<file path="src/rtl/irq_pkg.sv">
package irq_pkg;

    localparam int IRQ_N    = 32;
    localparam int IRQ_LW   = 4;
    localparam int IRQ_LMAX = 4;
    localparam int IRQ_XW   = 32;
    localparam int CAUSE_W  = 6;

    localparam logic [IRQ_XW-1:0]  STATUS_RST = 32'h0000_001F;
    localparam logic [CAUSE_W-1:0] CAUSE_L1   = 6'd4;

    typedef enum logic [2:0] {
        RS_PSET   = 3'd0,
        RS_PCLR   = 3'd1,
        RS_ENABLE = 3'd2,
        RS_STATUS = 3'd3,
        RS_SAVEPS = 3'd4,
        RS_SAVEPC = 3'd5,
        RS_CAUSE  = 3'd6
    } reg_sel_e;

    typedef enum logic [1:0] {
        VEC_KERNEL = 2'd0,
        VEC_USER   = 2'd1,
        VEC_HIGH   = 2'd2
    } vec_e;

    typedef struct packed {
        logic [IRQ_XW-7:0] upper;
        logic              um;
        logic              excm;
        logic [IRQ_LW-1:0] lvl;
    } status_t;

    // fixed level assignment of every interrupt bit
    function automatic logic [IRQ_LW-1:0] irq_level(input int idx);
        if (idx < 10)      return IRQ_LW'(1);
        else if (idx < 14) return IRQ_LW'(3);
        else if (idx < 22) return IRQ_LW'(2);
        else               return IRQ_LW'(4);
    endfunction

    // all interrupt bits that sit at a given level
    function automatic logic [IRQ_N-1:0] lvl_mask(input logic [IRQ_LW-1:0] l);
        logic [IRQ_N-1:0] m;
        for (int i = 0; i < IRQ_N; i++) m[i] = (irq_level(i) == l);
        return m;
    endfunction

endpackage

</file>
<file path="src/rtl/irq_pend_bank.sv">
module irq_pend_bank
    import irq_pkg::*;
#(
    parameter int NIRQ = IRQ_N
) (
    input  logic            clk,
    input  logic            rst,
    input  logic            wr_en,
    input  reg_sel_e        wr_sel,
    input  logic [NIRQ-1:0] wr_data,
    output logic [NIRQ-1:0] pend,
    output logic [NIRQ-1:0] enab
);

    always_ff @(posedge clk) begin
        if (rst) begin
            pend <= '0;
            enab <= '0;
        end else if (wr_en) begin
            case (wr_sel)
                RS_PSET:   pend <= pend | wr_data;
                RS_PCLR:   pend <= pend & ~wr_data;
                RS_ENABLE: enab <= wr_data;
                default: ;
            endcase
        end
    end

    // set bits appear, cleared bits vanish
    p_pend_set_r3: assert property (@(posedge clk) disable iff (rst)
        wr_en && wr_sel == RS_PSET |=> (pend & $past(wr_data)) == $past(wr_data));
    p_pend_clr_r3: assert property (@(posedge clk) disable iff (rst)
        wr_en && wr_sel == RS_PCLR |=> (pend & $past(wr_data)) == '0);

endmodule

</file>
<file path="src/rtl/irq_level_arbiter.sv">
module irq_level_arbiter
    import irq_pkg::*;
#(
    parameter int NIRQ    = IRQ_N,
    parameter int LVL_W   = IRQ_LW,
    parameter int MAX_LVL = IRQ_LMAX
) (
    input  logic [NIRQ-1:0]  pend,
    input  logic [NIRQ-1:0]  enab,
    input  logic             excm,
    input  logic [LVL_W-1:0] cur_lvl,
    output logic             req,
    output logic [LVL_W-1:0] req_lvl
);

    logic [NIRQ-1:0]  live;
    logic [MAX_LVL:0] elig;

    assign live = pend & enab;

    generate
        for (genvar l = 0; l <= MAX_LVL; l++) begin : g_lvl
            if (l == 0) begin : g_none
                assign elig[l] = 1'b0;
            end else if (l == 1) begin : g_low
                // level 1 is masked while in exception mode
                assign elig[l] = |(live & lvl_mask(LVL_W'(l))) && !excm;
            end else begin : g_high
                assign elig[l] = |(live & lvl_mask(LVL_W'(l)));
            end
        end
    endgenerate

    always_comb begin
        req_lvl = '0;
        for (int l = 1; l <= MAX_LVL; l++) begin
            if (elig[l]) req_lvl = LVL_W'(l);
        end
    end

    assign req = (req_lvl > cur_lvl);

endmodule

</file>
<file path="src/rtl/irq_save_bank.sv">
module irq_save_bank
    import irq_pkg::*;
#(
    parameter int XW      = IRQ_XW,
    parameter int LVL_W   = IRQ_LW,
    parameter int MAX_LVL = IRQ_LMAX
) (
    input  logic             clk,
    input  logic             rst,
    input  logic             save_en,
    input  logic [LVL_W-1:0] save_lvl,
    input  logic [XW-1:0]    save_ps,
    input  logic [XW-1:0]    save_pc,
    input  logic             sw_en,
    input  logic             sw_is_pc,
    input  logic [LVL_W-1:0] sw_lvl,
    input  logic [XW-1:0]    sw_data,
    input  logic [LVL_W-1:0] rd_lvl,
    output logic [XW-1:0]    rd_ps,
    output logic [XW-1:0]    rd_pc,
    input  logic [LVL_W-1:0] rfi_lvl,
    output logic [XW-1:0]    rfi_ps,
    output logic [XW-1:0]    rfi_pc
);

    logic [XW-1:0] ps_q [2:MAX_LVL];
    logic [XW-1:0] pc_q [2:MAX_LVL];

    always_ff @(posedge clk) begin
        for (int l = 2; l <= MAX_LVL; l++) begin
            if (rst) begin
                ps_q[l] <= '0;
                pc_q[l] <= '0;
            end else if (save_en && save_lvl == LVL_W'(l)) begin
                ps_q[l] <= save_ps;
                pc_q[l] <= save_pc;
            end else if (sw_en && sw_lvl == LVL_W'(l)) begin
                if (sw_is_pc) pc_q[l] <= sw_data;
                else          ps_q[l] <= sw_data;
            end
        end
    end

    always_comb begin
        rd_ps  = '0;
        rd_pc  = '0;
        rfi_ps = '0;
        rfi_pc = '0;
        for (int l = 2; l <= MAX_LVL; l++) begin
            if (rd_lvl == LVL_W'(l)) begin
                rd_ps = ps_q[l];
                rd_pc = pc_q[l];
            end
            if (rfi_lvl == LVL_W'(l)) begin
                rfi_ps = ps_q[l];
                rfi_pc = pc_q[l];
            end
        end
    end

    generate
        for (genvar l = 2; l <= MAX_LVL; l++) begin : g_chk
            // entry captures status and return address of its own level
            p_entry_save_r8: assert property (@(posedge clk) disable iff (rst)
                save_en && save_lvl == LVL_W'(l) |=>
                    ps_q[l] == $past(save_ps) && pc_q[l] == $past(save_pc));
        end
    endgenerate

endmodule

</file>
<file path="src/rtl/irq_level_ctrl.sv">
module irq_level_ctrl
    import irq_pkg::*;
#(
    parameter int XW      = IRQ_XW,
    parameter int LVL_W   = IRQ_LW,
    parameter int MAX_LVL = IRQ_LMAX
) (
    input  logic               clk,
    input  logic               rst,
    input  logic               reg_wr_en,
    input  logic [2:0]         reg_wr_sel,
    input  logic [LVL_W-1:0]   reg_wr_lvl,
    input  logic [XW-1:0]      reg_wr_data,
    input  logic [2:0]         reg_rd_sel,
    input  logic [LVL_W-1:0]   reg_rd_lvl,
    output logic [XW-1:0]      reg_rd_data,
    input  logic               raise_en,
    input  logic [LVL_W-1:0]   raise_lvl,
    output logic [XW-1:0]      raise_old,
    input  logic               rfi_en,
    input  logic [LVL_W-1:0]   rfi_lvl,
    output logic [XW-1:0]      rfi_pc,
    input  logic               wait_en,
    input  logic [LVL_W-1:0]   wait_lvl,
    output logic               stalled,
    input  logic [XW-1:0]      ret_pc,
    output logic               take,
    output logic [1:0]         take_vec,
    output logic [LVL_W-1:0]   take_lvl,
    output logic [CAUSE_W-1:0] cause
);

    localparam logic [LVL_W-1:0] LV_ONE = LVL_W'(1);
    localparam logic [LVL_W-1:0] LV_TOP = LVL_W'(MAX_LVL);

    status_t              st, st_n;
    logic [CAUSE_W-1:0]   cause_q, cause_n;
    logic                 waiting, wait_n;
    logic [IRQ_N-1:0]     pend, enab;
    logic                 req;
    logic [LVL_W-1:0]     best_lvl;
    logic [XW-1:0]        rd_ps, rd_pc, rfi_ps;
    logic                 wr_ok, rfi_ok, save_en;
    reg_sel_e             wsel, rsel;

    assign wsel   = reg_sel_e'(reg_wr_sel);
    assign rsel   = reg_sel_e'(reg_rd_sel);
    assign wr_ok  = reg_wr_en && !take;
    assign rfi_ok = (rfi_lvl > LV_ONE) && (rfi_lvl <= LV_TOP);

    irq_pend_bank #(.NIRQ(IRQ_N)) u_pend (
        .clk     (clk),
        .rst     (rst),
        .wr_en   (wr_ok),
        .wr_sel  (wsel),
        .wr_data (reg_wr_data),
        .pend    (pend),
        .enab    (enab)
    );

    irq_level_arbiter #(.NIRQ(IRQ_N), .LVL_W(LVL_W), .MAX_LVL(MAX_LVL)) u_arb (
        .pend    (pend),
        .enab    (enab),
        .excm    (st.excm),
        .cur_lvl (st.lvl),
        .req     (req),
        .req_lvl (best_lvl)
    );

    assign take     = req;
    assign take_lvl = best_lvl;
    assign save_en  = take && (best_lvl > LV_ONE);

    irq_save_bank #(.XW(XW), .LVL_W(LVL_W), .MAX_LVL(MAX_LVL)) u_save (
        .clk      (clk),
        .rst      (rst),
        .save_en  (save_en),
        .save_lvl (best_lvl),
        .save_ps  (st),
        .save_pc  (ret_pc),
        .sw_en    (wr_ok && (wsel == RS_SAVEPS || wsel == RS_SAVEPC)),
        .sw_is_pc (wsel == RS_SAVEPC),
        .sw_lvl   (reg_wr_lvl),
        .sw_data  (reg_wr_data),
        .rd_lvl   (reg_rd_lvl),
        .rd_ps    (rd_ps),
        .rd_pc    (rd_pc),
        .rfi_lvl  (rfi_lvl),
        .rfi_ps   (rfi_ps),
        .rfi_pc   (rfi_pc)
    );

    // entry vector
    always_comb begin
        if (best_lvl > LV_ONE) take_vec = VEC_HIGH;
        else if (st.um)        take_vec = VEC_USER;
        else                   take_vec = VEC_KERNEL;
    end

    // status, cause and wait state; a take overrides every command
    always_comb begin
        st_n    = st;
        cause_n = cause_q;
        wait_n  = waiting;
        if (take) begin
            wait_n  = 1'b0;
            st_n.excm = 1'b1;
            if (best_lvl == LV_ONE) cause_n  = CAUSE_L1;
            else                    st_n.lvl = best_lvl;
        end else begin
            if (reg_wr_en && wsel == RS_STATUS) st_n    = status_t'(reg_wr_data);
            if (reg_wr_en && wsel == RS_CAUSE)  cause_n = reg_wr_data[CAUSE_W-1:0];
            if (raise_en)                       st_n.lvl = raise_lvl;
            if (rfi_en && rfi_ok)               st_n    = status_t'(rfi_ps);
            if (wait_en) begin
                st_n.lvl = wait_lvl;
                wait_n   = 1'b1;
            end
        end
    end

    always_ff @(posedge clk) begin
        if (rst) begin
            st      <= status_t'(STATUS_RST);
            cause_q <= '0;
            waiting <= 1'b0;
        end else begin
            st      <= st_n;
            cause_q <= cause_n;
            waiting <= wait_n;
        end
    end

    assign raise_old = st;
    assign stalled   = waiting;
    assign cause     = cause_q;

    always_comb begin
        case (rsel)
            RS_PSET, RS_PCLR: reg_rd_data = pend;
            RS_ENABLE:        reg_rd_data = enab;
            RS_STATUS:        reg_rd_data = st;
            RS_SAVEPS:        reg_rd_data = rd_ps;
            RS_SAVEPC:        reg_rd_data = rd_pc;
            RS_CAUSE:         reg_rd_data = XW'(cause_q);
            default:          reg_rd_data = '0;
        endcase
    end

    // a take always has an enabled pending bit at its level
    p_enabled_only_r4: assert property (@(posedge clk) disable iff (rst)
        take |-> (pend & enab & lvl_mask(take_lvl)) != '0);

    // gating by level field and exception mode
    p_gate_r5: assert property (@(posedge clk) disable iff (rst)
        take |-> take_lvl > st.lvl && (take_lvl != LV_ONE || !st.excm));

    // level-1 entry
    p_l1_entry_r6: assert property (@(posedge clk) disable iff (rst)
        take && take_lvl == LV_ONE |=>
            st.excm && st.lvl == $past(st.lvl) && cause_q == CAUSE_L1);

    // high-level entry raises the level field
    p_high_entry_r8: assert property (@(posedge clk) disable iff (rst)
        take && take_lvl > LV_ONE |=>
            st.excm && st.lvl == $past(take_lvl) && st.um == $past(st.um));

    // raise touches only the level field
    p_raise_r2: assert property (@(posedge clk) disable iff (rst)
        raise_en && !take && !rfi_en && !wait_en && !(reg_wr_en && wsel == RS_STATUS) |=>
            st.lvl == $past(raise_lvl) && st.upper == $past(st.upper)
            && st.um == $past(st.um) && st.excm == $past(st.excm));

    // return restores the saved status
    p_rfi_r9: assert property (@(posedge clk) disable iff (rst)
        rfi_en && rfi_ok && !take && !wait_en |=> st == status_t'($past(rfi_ps)));

    // wait stalls, take wakes
    p_wait_r11: assert property (@(posedge clk) disable iff (rst)
        wait_en && !take |=> stalled && st.lvl == $past(wait_lvl));
    p_wake_r11: assert property (@(posedge clk) disable iff (rst)
        take |=> !stalled);

    // writes in a take cycle are dropped
    p_drop_r13: assert property (@(posedge clk) disable iff (rst)
        take |=> enab == $past(enab) && pend == $past(pend));

endmodule

</file>
<file path="config.mk">
export PLATFORM = sky130hd
export DESIGN_NAME = irq_level_ctrl
export DESIGN_NICKNAME = d
export VERILOG_FILES = /design/src/rtl/irq_pkg.sv /design/src/rtl/irq_pend_bank.sv /design/src/rtl/irq_level_arbiter.sv /design/src/rtl/irq_save_bank.sv /design/src/rtl/irq_level_ctrl.sv
export SDC_FILE = /design/constraint.sdc
export NUM_CORES = 1
export LEC_CHECK = 0
export BUFFER_PORTS_ARGS = -buffer_cell sky130_fd_sc_hd__buf_2
export CAP_MARGIN = 20
export CELL_PAD_IN_SITES_DETAIL_PLACEMENT = 0
export CELL_PAD_IN_SITES_GLOBAL_PLACEMENT = 1
export CORE_UTILIZATION = 49
export CTS_CLUSTER_DIAMETER = 80
export CTS_CLUSTER_SIZE = 10
export DETAILED_ROUTE_END_ITERATION = 12
export PLACE_DENSITY_LB_ADDON = 0.1
export SLEW_MARGIN = 0
export SYNTH_ARGS = -nofsm -noshare
export SYNTH_HDL_FRONTEND = slang
export SYNTH_SLANG_ARGS = --single-unit
</file>
<file path="constraint.sdc">
create_clock -name clk -period 7.6 [get_ports clk]
set_input_delay 0.76 -clock clk [delete_from_list [all_inputs] [get_ports clk]]
set_output_delay 0.76 -clock clk [all_outputs]
set_load 0.005 [all_outputs]
</file>
Word level (Yosys, flattened, before mapping)
Memory sizes are Yosys's and may differ from the RTL's.
Cells that the tools add are included.
{"block": "word_totals", "reg_bits": 103, "mem_bits_rw": 192, "in_bits": 96, "out_inout_bits": 110, "wordCells": 170, "memories": 2}
{"name": "u_save.pc_q", "words": 3, "word_bits": 32, "rd": 3, "rd_clocked_by_memory_dff": 0, "wr": 3, "line": "irq_save_bank.sv:27", "source": "logic [XW-1:0] pc_q [2:MAX_LVL];"}
{"name": "u_save.ps_q", "words": 3, "word_bits": 32, "rd": 3, "rd_clocked_by_memory_dff": 0, "wr": 3, "line": "irq_save_bank.sv:26", "source": "logic [XW-1:0] ps_q [2:MAX_LVL];"}
{"block": "op_classes", "n_lt_le_gt_ge": 4, "n_eq_ne": 27, "muxes": 78, "n_bitwise": 17, "reduce_logical": 34}
{"cell": "$mux W32", "count": 26}
{"cell": "$pmux W32 S6", "count": 1}
{"cell": "$and A32 B32 Y32", "count": 2}
{"cell": "$pmux W32 S2", "count": 1}
{"cell": "$mux W1", "count": 39}
{"cell": "$eq A4 B2 Y1 const B", "count": 8}
{"cell": "$not A32 Y32", "count": 1}
{"cell": "$or A32 B32 Y32", "count": 1}
{"cell": "$mux W4", "count": 7}
{"cell": "$reduce_or A10 Y1", "count": 2}
{"cell": "$eq A3 B3 Y1 const B", "count": 6}
{"cell": "$mux W6", "count": 3}
{"cell": "$eq A4 B3 Y1 const B", "count": 4}
{"cell": "$logic_and A1 B1 Y1", "count": 14}
{"cell": "$eq A3 B2 Y1 const B", "count": 4}
{"cell": "$or A1 B1 Y1", "count": 12}
{"cell": "$reduce_and A2 Y1", "count": 5}
{"cell": "$gt A4 B1 Y1 const B", "count": 2}
{"cell": "$reduce_or A8 Y1", "count": 1}
{"cell": "$eq A3 B1 Y1 const B", "count": 2}
{"cell": "$logic_not A3 Y1", "count": 2}
{"cell": "$reduce_bool A2 Y1", "count": 3}
{"cell": "$reduce_bool A5 Y1", "count": 1}
{"cell": "$eq A4 B1 Y1 const B", "count": 1}
{"cell": "10 further kinds", "count": 12}

Depth between registers and ports, before layout
{"block": "logic_depth", "depth_word": 17, "ltp_mapped": 18, "ltp_nobuf": 14}

Cells and area by module
From an unflattened synthesis, not the netlist that was laid out.
{"block": "unflattened", "cells_unflattened": 1868, "hier_area_um2": 19098.3}
{"mod": "irq_save_bank", "instances": 1, "cells_each": 1184, "area_each_um2": 12315.6, "seq_area_each_um2": 5765.5}
{"mod": "irq_level_ctrl", "instances": 1, "cells_each": 364, "area_each_um2": 3388.2, "seq_area_each_um2": 780.7}
{"mod": "irq_pend_bank", "instances": 1, "cells_each": 285, "area_each_um2": 3108.0, "seq_area_each_um2": 1281.2}
{"mod": "irq_level_arbiter", "instances": 1, "cells_each": 35, "area_each_um2": 286.5, "seq_area_each_um2": 0.0}

Worst setup path before layout
No wires, ideal clock.
{"block": "synth_path", "kind": "register to register", "from": "reg u_pend.enab[18]", "to": "mem u_save.pc_q[4][0] (netlist name) (enable)", "setup_ns": 0.466, "arrival_ns": 4.655, "required_time_ns": 7.134, "path_slack_ns": 2.479, "path_stages_with_launch": 14, "n_path_buf": 1, "synth_period_minus_slack_ns": 5.121, "path_cell_list": "dfxtp_1 a22oi_1 nand2_1 or3_1 or2_2 a21oi_1 inv_1 ha_1 nand3_1 o21ai_0 or3_1 buf_2 nand4_1 o21ai_0"}
{"item": "start, declared", "line": "irq_pend_bank.sv:12", "source": "output logic [NIRQ-1:0] enab"}
{"item": "start signal, assigned", "line": "irq_pend_bank.sv:23", "source": "RS_ENABLE: enab <= wr_data;"}
{"item": "end, declared", "line": "irq_save_bank.sv:27"}

==> flow_summary_export.csv <==
group,metric,value,unit
clocking,clock_latency,520,ps
synthesis,synthTopCellsByArea,"edfxtp_1 36%, dfxtp_1 13%, a22oi_1 8.9%",
clocking,cts_root_buf,"clkbuf_16",
synthesis,synth_most_common_cell,"edfxtp_1",
clocking,cts_resized,0,
setup_path,cp_top_family,"simple AND/OR/NAND/NOR gates",
synthesis,ys_seq_elements,295,
synthesis,ys.warnings.count,0,
synthesis,synth_cell_types,63,
floorplanning,rows,65,
setup_path,path_class,"flip-flop to flip-flop",
setup_path,cp.arrival,5700,ps
finish,layout-drive-gt1-share,18.6,%
finish,final_area,18000,µm²
timing,slew_headroom,28.6,%
finish,final_cell_count_no_fill,2070,
synthesis,synth_fp_nets,1662,
timing,max_freq,179,MHz
floorplanning,die_y,182,µm
flow_run,cap_violations,0,
pwr,leakagePower,6.41,nW
route,dr.pass1.iters,6,
global_route,grt_pass1_vias,13900,
finish,utilization,56.6,%
floorplanning,start_util,49.9,%
synthesis,synth_edf_count,192,
timing,hold_violations,0,
route,vias_per_cell,6.91,
finish,fin_nets,1744,
floorplanning,die_w,182,µm
timing,tightest_slew,1070,ps
synthesis,synth_area_leader_cell,"edfxtp_1",
placed_design,port_buffers,204,
pwr,power,0.00373,W
floorplanning,die_area,33100,µm²
synthesis,syn_inst,1563,
clocking,cts_setup_buffers,0,
setup_path,cp_data_required_time,7720,ps
placed_design,place_congestion,0.885,
clocking,numCtsBuffers,35,
finish,area_growth,13.3,%
clocking,cts.sinks,295,
clocking,cts.clk_slew.worst_paths,60,ps
global_route,antenna_found_initial,3,
floorplanning,io_pins,206,
route,drt_wl_total,58100,µm
setup_path,start_kind,"flip-flop",
global_route,grt_max_degree,96,
timing,setup_viol,0,
timing,setup-tns-final,0,ps
finish,multi_input_area,7290,µm²
setup_path,rrSetupSlack,2010,ps
timing,slew_viol_final,0,
pwr,irDropWorstVdd,0.137,mV
route,drtAntennaViolNets,0,
timing,finalCritPeriodShare,73.5,%
clocking,cts_htree_levels,2,
synthesis,synthDominantCellAreaShare,36.4,%
setup_path,worst-path-max-fanout,33,
synthesis,async_flop_share,0,%
synthesis,synth_area,15800,µm²
synthesis,postSynthAreaPerCell,10.1,µm²
timing,finClkSkew,22.9,ps
synthesis,yosysSeqAreaShare,49.4,%
clocking,holdBufCountCts,0,
finish,n_fill_cell,2861,
clocking,clockBufferDepth,3,
route,first_iter_violations,1793,
route,drc,0,
global_route,grt_pass1_wl,87100,µm
placed_design,detailed_place.area,16900,µm²
floorplanning,coreArea,31700,µm²
setup_path,path_cells,"a22o_1 -> a221oi_2 -> and4_1 -> inv_4 -> a21oi_1 -> ha_1 -> nor2b_1 -> nor3_2 -> or3_1 -> inv_2 -> a31oi_1 -> and3_1 -> buf_4 -> nand2b_2",
timing,fin_crit,5590,ps
clocking,cts_tree,"built",
setup_path,critPathMaxStageDelay,930,ps
setup_path,worstSetupEndpointType,"flip-flop",
global_route,track_usage,34.9,%
finish,regArea,7830,µm²
placed_design,placed_cells,2009,
setup_path,cp_slowest_cell,"nand2b_2",
route,vias,14300,
placed_design,hpwl,34000,µm
synthesis,synth_flop_cell,"edfxtp_1",
route,wl_per_cell,28.1,µm
worst_hold_path,min_path_type,"flip-flop to flip-flop",
timing,rsz0062_at_grt,"no",
pwr,power_density,208,nW/µm²
setup_path,worst-path-buf-inv,3,
global_route,globalRoute.totalOverflow,0,
outcome,status,"finished clean",
synthesis,synth_common_cells,"192 x edfxtp_1, 187 x a22oi_1, 159 x a22o_1",
## worst paths after layout
| kind | startpoint | to | cells past startpoint |
|---|---|---|---|
| hold reg to reg | cause[1] | cause[1] | 2 |
| hold / removal | cause[1] | cause[1] | 2 |
| setup reg to reg | u_pend.enab[23] | u_save.ps_q[3][23] | 14 |
| setup / recovery | u_pend.enab[23] | u_save.ps_q[3][23] | 14 |
## placed cells by master, fill, tap and decap left out, types with 4 or more instances in the layout
cell type | netlist | final
a222oi_1 | 10 | 10
o21ai_0 | 8 | 6
nand2b_1 | 8 | 7
or3_1 | 6 | 5
mux2i_1 | 65 | 65
a211oi_1 | 31 | 31
nand3b_1 | 7 | 7
nand3_1 | 38 | 38
nor3_1 | 12 | 8
o211ai_1 | 34 | 34
nor2b_1 | 9 | 8
nor2_1 | 132 | 130
o221ai_1 | 31 | 31
a22o_1 | 159 | 159
nor3_2 | 1 | 5
and2_1 | 5 | 4
a21oi_1 | 105 | 105
inv_1 | 8 | 8
clkbuf_16 | 0 | 37
clkbuf_1 | 143 | 21
edfxtp_1 | 192 | 192
dfxtp_1 | 103 | 103
a311oi_1 | 33 | 32
a22oi_1 | 187 | 187
nand2_1 | 130 | 130
buf_4 | 7 | 31
buf_2 | 22 | 203
## metrics by stage
stage	setup slack, ps	hold slack, ps
6_report	2010	503
5_1_grt	1760	512
4_1_cts	2120	511
3_5_place_dp	2140	502
3_3_place_gp	2370	487
2_1_floorplan	2480	472
## worst reg2reg max path: cells and delay by family, from the launching register on
kind / cells / cell delay [ps]
and+or+nand+nor: 6 / 2560
AOI/OAI and AO/OA: 4 / 1050
buffers and inverters: 3 / 910
DFF: 1 / 320
adders and majority gates: 1 / 300
## logic make-up after synthesis
kind of cell	count (synthesis)	synth area share [%]
other	1	0.0237
muxes	66	4.18
DFF	295	49.4
AOI/OAI and AO/OA	623	29.9
and+or+nand+nor	374	10.8
buffers and inverters	201	5.40
adders and majority gates	3	0.237
## area by class of cell
| class | count | share of cell area (%) |
|---|---|---|
| Inverter | 10 | 0.223 |
| Multi-Input combinational cell | 1067 | 40.6 |
| Clock buffer | 58 | 5.60 |
| Tap cell | 402 | 2.80 |
| Timing Repair Buffer | 236 | 7.13 |
| Antenna cell | 1 | 0.0139 |
| Clock inverter | 1 | 0.0418 |
| Sequential cell | 295 | 43.6 |
## report_power, final
| group | total (W) | leakage, nW | internal, W | switching, W |
|---|---|---|---|---|
| Sequential | 0.00182 | 2.80 | 0.00176 | 0.0000536 |
| Combinational | 0.000361 | 3.12 | 0.000112 | 0.000249 |
| Clock | 0.00155 | 0.481 | 0.000897 | 0.000655 |
| Total | 0.00373 | 6.41 | 0.00277 | 0.000957 |
## metal layers
| metal | track usage [%] | vias to the layer above | part of all wire, % |
|---|---|---|---|
| li1 | - | 6306 | - |
| met5 | 0 | - | 0.040 |
| met3 | 9.07 | 117 | 12 |
| met1 | 46.7 | 6978 | 40 |
| met2 | 54.8 | 901 | 46 |
| met4 | 12.0 | 4 | 3.0 |
No activity file was read; power rests on OpenSTA's default activity.
